$ cat config.mk
export PLATFORM = sky130hd
export DESIGN_NAME = e1_rx_chan_timing
export DESIGN_NICKNAME = d
export VERILOG_FILES = /design/src/rtl/e1rt_pkg.sv /design/src/rtl/e1rt_bit_counter.sv /design/src/rtl/e1rt_mask_bank.sv /design/src/rtl/e1rt_out_stage.sv /design/src/rtl/e1_rx_chan_timing.sv
export SDC_FILE = /design/constraint.sdc
export NUM_CORES = 1
export LEC_CHECK = 0
export BUFFER_PORTS_ARGS = -buffer_cell sky130_fd_sc_hd__buf_2
export CORE_MARGIN = 3
export CORE_UTILIZATION = 30
export CTS_CLUSTER_DIAMETER = 80
export DETAILED_ROUTE_END_ITERATION = 7
export GPL_TIMING_DRIVEN = 0
export HOLD_SLACK_MARGIN = 0.06
export PLACE_DENSITY = 0.57
export SLEW_MARGIN = 20
export SYNTH_ARGS = -nofsm -noshare
export SYNTH_HDL_FRONTEND = slang
export SYNTH_HIERARCHICAL = 1
export SYNTH_SLANG_ARGS = --single-unit
$ cat constraint.sdc
create_clock -name clk -period 2.4 [get_ports clk]
set_input_delay 0.48 -clock clk [delete_from_list [all_inputs] [get_ports clk]]
set_output_delay 0.48 -clock clk [all_outputs]
set_load 0.005 [all_outputs]
$ cat src/rtl/e1rt_pkg.sv
package e1rt_pkg;

  typedef struct packed {
    logic chan_last;    // current position is the LSB of a timeslot
    logic frame_first;  // current position is bit 0 of a frame
    logic mf_first;     // bit 0 of frame 0 of the multiframe
  } e1rt_evt_t;

  function automatic int chan_of(int pos, int bits);
    return pos / bits;
  endfunction

  function automatic int bit_of(int pos, int bits);
    return pos % bits;
  endfunction

  function automatic logic is_chan_end(int pos, int bits);
    return (pos % bits) == (bits - 1);
  endfunction

endpackage

$ cat src/rtl/e1rt_bit_counter.sv
module e1rt_bit_counter
  import e1rt_pkg::*;
#(
  parameter int CHANS     = 32,
  parameter int BITS      = 8,
  parameter int MF_FRAMES = 16,
  parameter int CNT_W     = $clog2(CHANS * BITS),
  parameter int FR_W      = $clog2(MF_FRAMES)
) (
  input  logic             clk,
  input  logic             rst,
  input  logic             align_in,
  output logic             aligned_o,
  output logic [CNT_W-1:0] pos_o,
  output e1rt_evt_t        evt_o
);

  localparam int LAST_POS   = CHANS * BITS - 1;
  localparam int LAST_FRAME = MF_FRAMES - 1;

  logic [FR_W-1:0] frame_q;

  always_ff @(posedge clk) begin
    if (rst) begin
      aligned_o <= 1'b0;
      pos_o     <= '0;
      frame_q   <= '0;
    end else if (align_in) begin
      aligned_o <= 1'b1;
      pos_o     <= '0;
      frame_q   <= '0;
    end else if (aligned_o) begin
      if (int'(pos_o) == LAST_POS) begin
        pos_o   <= '0;
        frame_q <= (int'(frame_q) == LAST_FRAME) ? '0 : frame_q + 1'b1;
      end else begin
        pos_o <= pos_o + 1'b1;
      end
    end
  end

  always_comb begin
    evt_o.chan_last   = aligned_o && is_chan_end(int'(pos_o), BITS);
    evt_o.frame_first = aligned_o && (pos_o == '0);
    evt_o.mf_first    = aligned_o && (pos_o == '0) && (frame_q == '0);
  end

endmodule

$ cat src/rtl/e1rt_mask_bank.sv
module e1rt_mask_bank #(
  parameter int CHANS = 32
) (
  input  logic             clk,
  input  logic             rst,
  input  logic             wr,
  input  logic [CHANS-1:0] wdata,
  input  logic             load,
  output logic [CHANS-1:0] active_o
);

  for (genvar i = 0; i < CHANS; i++) begin : g_ch
    logic shadow_q;
    logic act_q;

    always_ff @(posedge clk) begin
      if (rst) begin
        shadow_q <= 1'b0;
        act_q    <= 1'b0;
      end else begin
        if (wr)   shadow_q <= wdata[i];
        if (load) act_q    <= wr ? wdata[i] : shadow_q;
      end
    end

    assign active_o[i] = act_q;
  end

endmodule

$ cat src/rtl/e1rt_out_stage.sv
module e1rt_out_stage
  import e1rt_pkg::*;
(
  input  logic      clk,
  input  logic      rst,
  input  logic      aligned,
  input  e1rt_evt_t evt,
  input  logic      mf_mode,
  input  logic      blk_bit,
  input  logic      ser_in,
  output logic      ser_out,
  output logic      chan_strobe,
  output logic      chan_block,
  output logic      sync_out
);

  always_ff @(posedge clk) begin
    if (rst) begin
      ser_out     <= 1'b0;
      chan_strobe <= 1'b0;
      chan_block  <= 1'b0;
      sync_out    <= 1'b0;
    end else begin
      ser_out     <= aligned && ser_in;
      chan_strobe <= evt.chan_last;
      chan_block  <= aligned && blk_bit;
      sync_out    <= mf_mode ? evt.mf_first : evt.frame_first;
    end
  end

endmodule

$ cat src/rtl/e1_rx_chan_timing.sv
module e1_rx_chan_timing
  import e1rt_pkg::*;
#(
  parameter int CHANS     = 32,
  parameter int BITS      = 8,
  parameter int MF_FRAMES = 16
) (
  input  logic             clk,
  input  logic             rst,
  input  logic             align_in,
  input  logic             ser_in,
  input  logic             mask_wr,
  input  logic [CHANS-1:0] mask_wdata,
  input  logic             mf_mode,
  output logic             ser_out,
  output logic             chan_strobe,
  output logic             chan_block,
  output logic             sync_out
);

  localparam int CNT_W = $clog2(CHANS * BITS);
  localparam int CH_W  = $clog2(CHANS);
  localparam int FR_W  = $clog2(MF_FRAMES);

  logic             aligned;
  logic [CNT_W-1:0] pos;
  e1rt_evt_t        evt;
  logic             mask_swap;
  logic [CHANS-1:0] active;
  logic [CH_W-1:0]  ch_idx;
  logic             blk_bit;

  e1rt_bit_counter #(
    .CHANS(CHANS), .BITS(BITS), .MF_FRAMES(MF_FRAMES),
    .CNT_W(CNT_W), .FR_W(FR_W)
  ) u_cnt (
    .clk(clk), .rst(rst), .align_in(align_in),
    .aligned_o(aligned), .pos_o(pos), .evt_o(evt)
  );

  // the active mask may change only where a new timeslot begins next
  assign mask_swap = !aligned || align_in || evt.chan_last;

  e1rt_mask_bank #(.CHANS(CHANS)) u_mask (
    .clk(clk), .rst(rst), .wr(mask_wr), .wdata(mask_wdata),
    .load(mask_swap), .active_o(active)
  );

  assign ch_idx  = CH_W'(chan_of(int'(pos), BITS));
  assign blk_bit = active[ch_idx];

  e1rt_out_stage u_out (
    .clk(clk), .rst(rst), .aligned(aligned), .evt(evt),
    .mf_mode(mf_mode), .blk_bit(blk_bit), .ser_in(ser_in),
    .ser_out(ser_out), .chan_strobe(chan_strobe),
    .chan_block(chan_block), .sync_out(sync_out)
  );

endmodule

## After elaboration in Yosys (flattened, before gate mapping)

Cells that the tools add are included.

- Output and inout bits: 4
- Flip-flop bits (word level): 81
- Logic and storage cells: 126
- Input port bits: 38

- Muxes and demuxes: 37
- Add/subtract/negate cells: 2
- Equal/unequal tests: 3
- Order comparisons: 1
- Reduce and logical (&&, ||, !) cells: 12

Operators by type and width:

| kind | number |
|---|---|
| $mux W1 | 34 |
| $add A8 B1 Y8 const B | 1 |
| $eq A8 B1 Y1 const B | 1 |
| $logic_not A8 Y1 | 1 |
| $mux W8 | 1 |
| $lt A5 B6 Y1 const B | 1 |
| $bmux W1 S5 | 1 |
| $logic_and A1 B1 Y1 | 5 |
| $add A4 B1 Y4 const B | 1 |
| $eq A4 B1 Y1 const B | 1 |
| $logic_not A4 Y1 | 1 |
| $mux W4 | 1 |
| $eq A3 B1 Y1 const B | 1 |
| $logic_or A1 B1 Y1 | 2 |
| $reduce_and A2 Y1 | 1 |
| $reduce_or A2 Y1 | 1 |
| $logic_not A1 Y1 | 1 |

## Longest topological paths before layout

- Depth after elaboration: 4
- Gate-level depth with buffers: 9
- Gate-level depth less buffers: 7

## By module

Netlist, hierarchy kept.

By module, submodules not included:

| module | seq. area each (um^2) | cells an instance | area an instance (um^2) | instances |
|---|---|---|---|---|
| e1rt_mask_bank | 1281.2 | 242 | 2452.4 | 1 |
| e1rt_bit_counter | 260.2 | 84 | 725.7 | 1 |
| e1_rx_chan_timing | 0.0 | 43 | 332.8 | 1 |
| e1rt_out_stage | 80.1 | 9 | 117.6 | 1 |

## Worst setup path after synthesis

OpenSTA, ideal clock, no wires.

- Path type: register to register
- Start: register u_cnt.pos_o[0]
- End: register u_mask.g_ch[0].act_q
- Slack: 734 ps
- Period minus slack after synthesis: 1666 ps
- Buffers on the path: 2
- Cell stages (with the launch flop): 9
- Arrival: 1581 ps
- Required time: 2314 ps
- Setup time: 86 ps
- Path through: dfxtp_1 ha_1 ha_1 and2_1 nor2_1 nand2_1 buf_2 clkbuf_1 a211oi_1

RTL lines:

| element | line | source |
|---|---|---|
| from (decl) | e1rt_bit_counter.sv:14 | `output logic [CNT_W-1:0] pos_o,` |
| from (signal assigned) | e1rt_bit_counter.sv:37 | `pos_o <= pos_o + 1'b1;` |
| to (signal assigned) | e1rt_mask_bank.sv:22 | `if (load) act_q <= wr ? wdata[i] : shadow_q;` |
| to (decl) | e1rt_mask_bank.sv:14 | `logic act_q;` |

==> summary.txt <==
Run status
  • Result of the run: finished clean

Detailed routing
  • WL met1: 3435 um
  • Detailed-router iteration count before antenna repair: 4
  • Post-detailed-route count of antenna-violating nets: 0
  • Post-detailed-route DRC marker count: 0
  • Top Layer Used: met4
  • Aggregate routed wire length: 7174 um
  • Wire length on met2: 3393 um
  • Number of DRC violations after detailed-routing iteration 0: 84
  • Post-DR wirelength/cell: 12.43 um
  • Met3 wire length: 280 um
  • Average vias per placed instance: 4.581
  • Via total after detailed routing: 2643

Placed design
  • Dpl hpwl: 5294 um
  • Placer Congestion: 0.7745
  • Setup slack at placement: 407.0 ps
  • Buffers on Ports: 40

Synth
  • Top cells by area, synth: sky130_fd_sc_hd__dfxtp_1 (45%), sky130_fd_sc_hd__mux2i_1 (14%), sky130_fd_sc_hd__nor2_1 (7.7%)
  • Post-synthesis sequential area ratio: 44.69%
  • Count of unique library cells instantiated by Yosys: 44
  • Synthesized area: 3628 um2
  • Cells after synthesis: 378
  • Synth Area in Adders: 1.724%
  • Yosys reg bits: 81
  • Top cell type's share of synthesized area: 44.69%
  • Predominant post-synthesis flop cell: sky130_fd_sc_hd__dfxtp_1
  • Area share of xor/xnor cells in the synthesized design: 0.4828%
  • Top post-synthesis cells by count: sky130_fd_sc_hd__dfxtp_1 (81), sky130_fd_sc_hd__nor2_1 (74), sky130_fd_sc_hd__mux2i_1 (50), sky130_fd_sc_hd__a211oi_1 (33), sky130_fd_sc_hd__buf_4 (32)
  • Post-synth EDFFs: 0
  • Combinational family with the most area after synthesis: simple AND/OR/NAND/NOR gates
  • Simple-gate share of the synthesized area: 15.34%
  • Compound-Gate Fraction of Synth Area: 11.41%
  • Async SR Flop Fraction: 0%
  • Most area-hungry cell type in the Yosys netlist: sky130_fd_sc_hd__dfxtp_1
  • Portion of netlist area occupied by mux cells: 13.79%
  • Syn nets: 421
  • Leading cell type by number of instances after synthesis: sky130_fd_sc_hd__dfxtp_1
  • Post-synthesis area per instance: 9.599 um2
  • Total of warnings raised by yosys: 6

Timing
  • Setup repair after global routing missed its margin: false
  • Transition at the pin with the smallest max-transition slack: 508.0 ps
  • Highest attainable clock frequency: 503.7 MHz
  • Period utilisation layout: 82.72%
  • # setup viols final: 0
  • Hold WS: 378.0 ps
  • Normalized max-slew margin: 66.13%
  • Max-slew violations: 0
  • Min setup slack post-route: 414.7 ps
  • Setup skew after layout: 7.749 ps
  • TNS Setup: 0 ps
  • Minimum clock period after layout: 1985 ps
  • Hold violation total from the final report: 0

Cells and area
  • Net count of the finished layout: 472
  • Layout cells sized above 1: 24.42%
  • Synthesis-to-layout area growth: 19.03%
  • Number of diodes added for antenna fixing: 0

Critical path
  • Data arrival time of the critical path: 2180 ps
  • CP Class: reg2reg
  • Critical path endpoint category: register
  • Largest fanout on the critical path: 10
  • CP Launch Type: register
  • Required time at the worst-slack endpoint: 2590 ps

Power and ir drop
  • Part of the total power dissipated in the clock network: 44.6%
  • Power density of the placed cells: 734.1 nW/um2
  • Power, Total: 3.171 mW
  • Comb power frac: 9.6%
  • Sw Share: 23.29%
  • Maximum resistive drop on vdd: 0.4101 mV
  • Flop pwr share: 45.9%
  • Leakage power total: 1.811 nW
  • Switch Pwr: 0.7384 mW
  • Internal power component: 2.432 mW

Global routing
  • Total global routing track utilization: 11.49%
  • Via count of the first global-routing pass: 2637
  • Pin count of the biggest net entering global routing: 16
  • Global-route wire length before repair: 12300 um
  • Gr ovfl total: 0
  • Antenna violations before repair: 0

Run
  • MaxCap Viol Count: 0

Clock network
  • Clock tree sinks: 81
  • TritonCTS clock tree: built
  • Deepest level of the CTS H-tree: 3
  • # hold bufs at CTS: 0
  • Worst skew pair latency: 330 ps
  • Setup fix buffers added after clock tree synthesis: 0
  • Number of buffers added by the clock tree synthesis step: 9
  • Clk slew on worst S/H paths: 60 ps
  • Maximum buffer depth of the clock tree: 2
  • Total of cells resized after clock tree synthesis: 0
  • Clock root buffer: sky130_fd_sc_hd__clkbuf_16

Worst hold path
  • Type of the most critical hold path: in2reg

Die
  • Placeable core region: 11610 um2
  • Die outline height: 116.0 um
  • # IOs: 42
  • Die outline width: 116.0 um
  • Starting density of the core: 31.24%
  • Site Rows: 39
  • Die area: 13450 um2
cells by family (layout without fill, tap and decap cells):
logic type / Yosys count / after routing
flops: 81 / 81
mux: 50 / 50
simple gates: 118 / 118
buf+inv: 62 / 118
fa+ha+maj: 5 / 5
compound gates: 60 / 60
xor+xnor: 2 / 2
layer usage:
metal  up-vias  global-route usage (%)
met5         -                       0
met4         0                   3.712
met3         6                   3.760
met2        38                   18.64
met1      1216                   14.47
li1       1383                       -
cell type report:
class | instances | area [um2]
plain buffers | 56 | 432.9
clock buffers | 10 | 239.0
clock inverters | 6 | 72.57
fillers | 1176 | 7295
inverters | 6 | 22.52
multi-input cells | 235 | 1551
flip-flops and latches | 81 | 1622
well taps | 143 | 178.9
repair buffers | 40 | 200.2
per-stage QoR:
| step | std cells | util, % | instance area (um2) |
|---|---|---|---|
| CTS | 577 | 37.19 | 4319 |
| global route | 577 | 37.19 | 4319 |
| detailed placement | 561 | 34.51 | 4008 |
| floorplan | 378 | - | 3628 |
| global placement | 561 | 34.51 | 4008 |
| finish | 577 | 37.19 | 4319 |
layout by cell type, fill, tap and decap left out, types with 5 or more instances in the layout:
| cell type | n |
|---|---|
| sky130_fd_sc_hd__dfxtp_1 | 81 |
| sky130_fd_sc_hd__nor2_1 | 74 |
| sky130_fd_sc_hd__mux2i_1 | 50 |
| sky130_fd_sc_hd__buf_2 | 45 |
| sky130_fd_sc_hd__a211oi_1 | 33 |
| sky130_fd_sc_hd__buf_4 | 32 |
| sky130_fd_sc_hd__nand2_1 | 12 |
| sky130_fd_sc_hd__a21oi_1 | 11 |
| sky130_fd_sc_hd__clkbuf_1 | 10 |
| sky130_fd_sc_hd__clkbuf_16 | 9 |
| sky130_fd_sc_hd__inv_1 | 6 |
| sky130_fd_sc_hd__nand3_1 | 5 |
| sky130_fd_sc_hd__ha_1 | 5 |
power groups by stage:
| stage | sequential [mW] | combinational (mW) | clock, mW |
|---|---|---|---|
| after global routing | 1.46 | 0.339 | 1.51 |
| after CTS | 1.45 | 0.310 | 1.46 |
| after global placement | 1.48 | 0.304 | 0 |
| final | 1.45 | 0.304 | 1.41 |
| after detailed placement | 1.48 | 0.309 | 0 |
| after floorplan | 1.48 | 0.229 | 0 |
final timing paths:
kind / start / to / slack, ps / cells past startpoint
worst max register to register: u_cnt/pos_o[0]$_SDFFE_PP0P_ / u_mask/g_ch[12].act_q$_SDFFE_PP0P_ / 410 / 8
worst max-delay path: u_cnt/pos_o[0]$_SDFFE_PP0P_ / u_mask/g_ch[12].act_q$_SDFFE_PP0P_ / 410 / 8
worst min register to register: u_mask/g_ch[22].act_q$_SDFFE_PP0P_ / u_mask/g_ch[22].act_q$_SDFFE_PP0P_ / 490 / 2
worst min-delay path: rst / u_cnt/aligned_o$_SDFFE_PP0P_ / 380 / 2
worst max-delay path, cell delays in order, from the launching register on:
cell	delay [ps]
sky130_fd_sc_hd__dfxtp_1	390
sky130_fd_sc_hd__ha_1	290
sky130_fd_sc_hd__ha_1	170
sky130_fd_sc_hd__and2_1	130
sky130_fd_sc_hd__nor2_1	50
sky130_fd_sc_hd__nand2_1	60
sky130_fd_sc_hd__buf_2	210
sky130_fd_sc_hd__clkbuf_1	400
sky130_fd_sc_hd__a211oi_1	150
registers in the layout, indices dropped and copies added (netlist names):
name and flops:
u_out/sync_out 1, u_out/chan_strobe 1, u_cnt/frame_q 4, u_cnt/aligned_o 1, u_mask/g_ch.shadow_q 32, u_cnt/pos_o 8, u_out/ser_out 1, u_out/chan_block 1
u_mask/g_ch.act_q 32
(Power assumes the default switching activity.)
